File: src/rtl/acs_radix2.sv
module acs_radix2 #(
  parameter int BM_W    = 3,
  parameter int PM_W    = 8,
  parameter bit WRAP    = 1'b1,
  parameter int THRESH  = 64,
  parameter int INIT_HI = 16
) (
  input  logic                clk,
  input  logic                rst_n,
  input  logic                bm_valid,
  input  logic [4*BM_W-1:0]   bm,
  output logic [4*PM_W-1:0]   pm_out,
  output logic                dec_valid,
  output logic [3:0]          dec,
  output logic [1:0]          best_state
);
  localparam int NS = 4;

  logic [PM_W-1:0] pm   [NS];
  logic [PM_W-1:0] cand [NS];
  logic [NS-1:0]   pick;
  logic [NS-1:0]   at_thr;

  function automatic logic lt(input logic [PM_W-1:0] a, input logic [PM_W-1:0] b);
    logic [PM_W-1:0] d;
    d = a - b;
    return WRAP ? d[PM_W-1] : (a < b);
  endfunction

  for (genvar n = 0; n < NS; n++) begin : g_st
    localparam int P0 = (n & 1) << 1;
    localparam int P1 = P0 | 1;
    localparam int U  = n >> 1;
    localparam int S0 = (((U ^ (P0 >> 1) ^ P0) & 1) << 1) | ((U ^ P0) & 1);
    localparam int S1 = (((U ^ (P1 >> 1) ^ P1) & 1) << 1) | ((U ^ P1) & 1);
    logic [PM_W-1:0] ca, cb;
    assign ca        = pm[P0] + PM_W'(bm[S0*BM_W +: BM_W]);
    assign cb        = pm[P1] + PM_W'(bm[S1*BM_W +: BM_W]);
    assign pick[n]   = lt(cb, ca);
    assign cand[n]   = pick[n] ? cb : ca;
    assign at_thr[n] = cand[n] >= PM_W'(THRESH);
    assign pm_out[n*PM_W +: PM_W] = pm[n];
  end

  wire do_sub = !WRAP && (&at_thr);

  always_ff @(posedge clk) begin
    if (!rst_n) begin
      for (int i = 0; i < NS; i++) pm[i] <= (i == 0) ? '0 : PM_W'(INIT_HI);
      dec_valid <= 1'b0;
      dec       <= '0;
    end else begin
      dec_valid <= bm_valid;
      if (bm_valid) begin
        for (int i = 0; i < NS; i++)
          pm[i] <= do_sub ? cand[i] - PM_W'(THRESH) : cand[i];
        dec <= pick;
      end
    end
  end

  always_comb begin
    best_state = 2'd0;
    for (int i = 1; i < NS; i++)
      if (lt(pm[i], pm[best_state])) best_state = 2'(i);
  end
endmodule

File: config.mk
export PLATFORM = sky130hd
export DESIGN_NAME = acs_radix2
export DESIGN_NICKNAME = d
export VERILOG_FILES = /design/src/rtl/acs_radix2.sv
export SDC_FILE = /design/constraint.sdc
export NUM_CORES = 1
export LEC_CHECK = 0
export BUFFER_PORTS_ARGS = -buffer_cell sky130_fd_sc_hd__buf_2
export CORE_ASPECT_RATIO = 0.7
export CORE_MARGIN = 4
export CORE_UTILIZATION = 55
export DETAILED_ROUTE_END_ITERATION = 8
export PLACE_DENSITY_LB_ADDON = 0.15
export SYNTH_ARGS = -nofsm -noshare
export SYNTH_HDL_FRONTEND = slang
export SYNTH_SLANG_ARGS = --single-unit
File: constraint.sdc
create_clock -name clk -period 7.19 [get_ports clk]
set_clock_uncertainty 0.15 [all_clocks]
set_input_delay 1.0785 -clock clk [delete_from_list [all_inputs] [get_ports clk]]
set_output_delay 1.0785 -clock clk [all_outputs]
set_load 0.01 [all_outputs]
==> qor.csv <==
stage,metric,value,unit
detailed_routing,DRT Wirelength,11.1,mm
place,hpwl dp,8.64,mm
clock_network,Worst-Skew Late Latency,0.30,ns
critical_path,Setup crit end kind,primary output,
synth,Synth Flop Type,edfxtp_1,
grt,number of global-route vias before repair,3650,
critical_path,data required time of the worst path,5.96,ns
grt,Overflow after GRT,0,
status,status,completed,
critical_path,cell depth of the worst flop-to-flop path,12,
clock_network,CTS H-tree lvls,2,
die,io pins,54,
final_layout,layout cells sized above 1,21.1,%
critical_path,end of the critical path,best_state[0],
die,initial core utilization,57.4,%
timing,final hold viol count,0,
timing,setup violators final,0,
synth,Mapped Nets,555,
synth,Synth Register Bits,37,
critical_path,Reg2Reg Capture Point,pm[2][3]$_SDFFCE_PN0P_,
critical_path,r2r startpoint,pm[0][0]$_SDFFCE_PN0P_,
clock_network,clk buf depth,2,
clock_network,total CTS buffers,5,
clock_network,root buf cell,clkbuf_8,
place,# port buffers,53,
critical_path,Critical Path Source Type,flip-flop,
timing,fin crit period,6.87,ns
final_layout,n_diodes,0,
synth,synth unique cells,37,
detailed_routing,Iteration-0 DRC Markers,320,
die,core footprint,7380,um^2
synth,synth warn,0,
die,Die Y,81.5,um
timing,TNS Setup,0,ns
clock_network,CTS tree,built,
timing,Fmax,146,MHz
detailed_routing,antenna-violating nets left,0,
detailed_routing,routed vias,3666,
synth,Async SR Flop Fraction,0,%
final_layout,Final Net Count,628,
critical_path,crit path max fanout,9,
timing,Worst-Margin Slew,1.28,ns
final_layout,FILL cells,618,
worst_hold_path,worst min path class,flip-flop to flip-flop,
critical_path,Worst R2R Setup Slack,2.75,ns
timing,Max-slew headroom,14.0,%
synth,syn_area_per_cell,9.10,um^2
flow_run,maxcap violations,0,
synth,Syn Std Cell Area,4240,um^2
clock_network,hold buffers post-CTS,0,
timing,part of the cycle the worst path needs,95.6,%
die,Cell Rows,26,
detailed_routing,# DRC,0,
critical_path,critical path type,flip-flop to primary output,
synth,Post-synth EDFFs,32,
die,die area,9200,um^2
final_layout,Area Overhead vs Synth,16.1,%
synth,cell count after synthesis,466,
detailed_routing,vias per cell,5.75,
critical_path,Worst Path Arrival,5.64,ns
clock_network,"Reg clk slew, reported paths",0.09,ns
timing,final slew viol count,0,
clock_network,clock sink count,37,
grt,first-pass GRT wire length,18.2,mm
critical_path,CP Launch Point,pm[1][3]$_SDFFCE_PN0P_,
detailed_routing,1st-pass router iterations,4,
synth,sequential share of the synthesized area,25.0,%
place,Final Wtd Congestion,0.898,
grt,Tot GR Track Use,25.0,%
grt,largest net degree at the start of global routing,33,
die,DIE WIDTH,113,um
detailed_routing,DR WL/cell,17.4,um
grt,initial antenna violation count,0,
-- metal layers --
layer  GRT usage, %  wire length [um]
met1           36.7              5410
met4           5.04                69
met3           5.30               857
met2           38.1              4760
met5              0                 0
-- per-stage QoR --
step	cell area [um^2]	hold WS, ns	util [%]	cells	setup WS, ns
floorplan	4240	0.336	-	466	0.718
global placement	4580	0.285	62.0	604	0.431
detailed placement	4580	0.289	62.0	604	0.0151
CTS	4720	0.320	64.0	616	0.0656
global route	4920	0.332	66.7	638	-0.0847
finish	4920	0.318	66.7	638	0.318
-- registers in the layout, indices dropped and copies added, names as in the netlist --
register	flops
pm	32
dec	4
dec_valid	1
-- logic make-up after synthesis --
| family | after synthesis | synth area share (%) |
|---|---|---|
| AOI/OAI and AO/OA | 100 | 15.6 |
| xor gates and xnor gates | 60 | 12.8 |
| adders and majority gates | 74 | 23.3 |
| buffers and inverters | 40 | 3.66 |
| DFF | 37 | 25.0 |
| muxes | 28 | 6.94 |
| and+or+nand+nor | 127 | 12.8 |
-- cells in the mapped netlist, types with 2 or more instances --
master	count	area (um^2)
nor2_1	70	263
ha_1	66	826
xnor2_1	48	420
a21oi_1	37	185
edfxtp_1	32	961
nand2_1	27	101
inv_1	25	93.8
a21o_1	24	180
mux2i_1	17	170
a211oi_1	14	105
o21ai_0	14	70.1
clkbuf_1	11	41.3
mux2_2	11	124
xor2_1	10	87.6
fa_1	8	160
nand2b_1	7	43.8
nand4_1	6	37.5
dfxtp_1	5	100
buf_2	4	20.0
nand3_1	4	20.0
nor3_1	4	20.0
and2_1	3	18.8
nor2b_1	3	18.8
o21bai_1	2	15.0
xnor2_2	2	32.5
-- final cells by class --
class,count,area [um^2],share of cell area [%]
clock buffers,5,68.8,1.40
clock inverters,3,21.3,0.432
inverters,25,93.8,1.91
multi-input cells,389,3080,62.5
flip-flops and latches,37,1060,21.6
well taps,98,123,2.49
repair buffers,81,479,9.73
-- layout by cell type, fill, tap and decap left out, types with 3 or more instances in the layout --
master	instances
a211oi_1	14
a21o_1	24
a21oi_1	33
a21oi_2	3
and2_1	3
buf_2	53
buf_4	27
clkbuf_8	5
dfxtp_1	5
edfxtp_1	32
fa_1	8
ha_1	66
inv_1	25
mux2_2	11
mux2i_1	17
nand2_1	27
nand2b_1	7
nand3_1	4
nand4_1	6
nor2_1	70
nor2b_1	3
nor3_1	3
o21ai_0	12
xnor2_1	48
xor2_1	10
-- timing repair --
| item | CTS | global route |
|---|---|---|
| gates cloned | 0 | 0 |
| endpoints found under the setup margin | 2 | 2 |
| endpoints found under the hold margin | 0 | 0 |
| pin swaps | 1 | 1 |
| setup buffers | 4 | 22 |
| gates resized for setup | 2 | 10 |
-- worst min path at each step --
stage,start,endpoint,slack (ns),depth (start not counted)
6_report,dec[0]$_SDFFE_PN0P_,dec[0]$_SDFFE_PN0P_,0.32,2
5_1_grt,dec[0]$_SDFFE_PN0P_,dec[0]$_SDFFE_PN0P_,0.33,2
4_1_cts,dec[0]$_SDFFE_PN0P_,dec[0]$_SDFFE_PN0P_,0.32,2
3_5_place_dp,dec[2]$_SDFFE_PN0P_,dec[2]$_SDFFE_PN0P_,0.29,2
3_3_place_gp,dec[2]$_SDFFE_PN0P_,dec[2]$_SDFFE_PN0P_,0.28,2
2_1_floorplan,dec[0]$_SDFFE_PN0P_,dec[0]$_SDFFE_PN0P_,0.34,2
-- critical path, stage by stage, from the launching register on --
cell and delay [ns]:
edfxtp_1 0.57, ha_1 0.36, nand2_1 0.05, nor2_1 0.18, a21oi_4 0.11, xnor2_4 0.27, buf_4 0.18, nor2_1 0.03
a21oi_1 0.21, ha_1 0.31, nand2_1 0.12, o21ai_2 0.11, nor3_1 0.23, mux2i_1 0.12, nand3_1 0.15, nor2_2 0.07
a41oi_4 0.33, mux2_2 0.39, ha_1 0.29, a21oi_1 0.13, nor2b_1 0.05, o21ai_0 0.15, nand2_1 0.14, o21bai_1 0.19
o221a_2 0.27, o22ai_1 0.16, buf_2 0.16
Power is left out: the tool's default activity adds up to more than one toggle a clock period on the data nets, which glitch-free logic cannot reach.
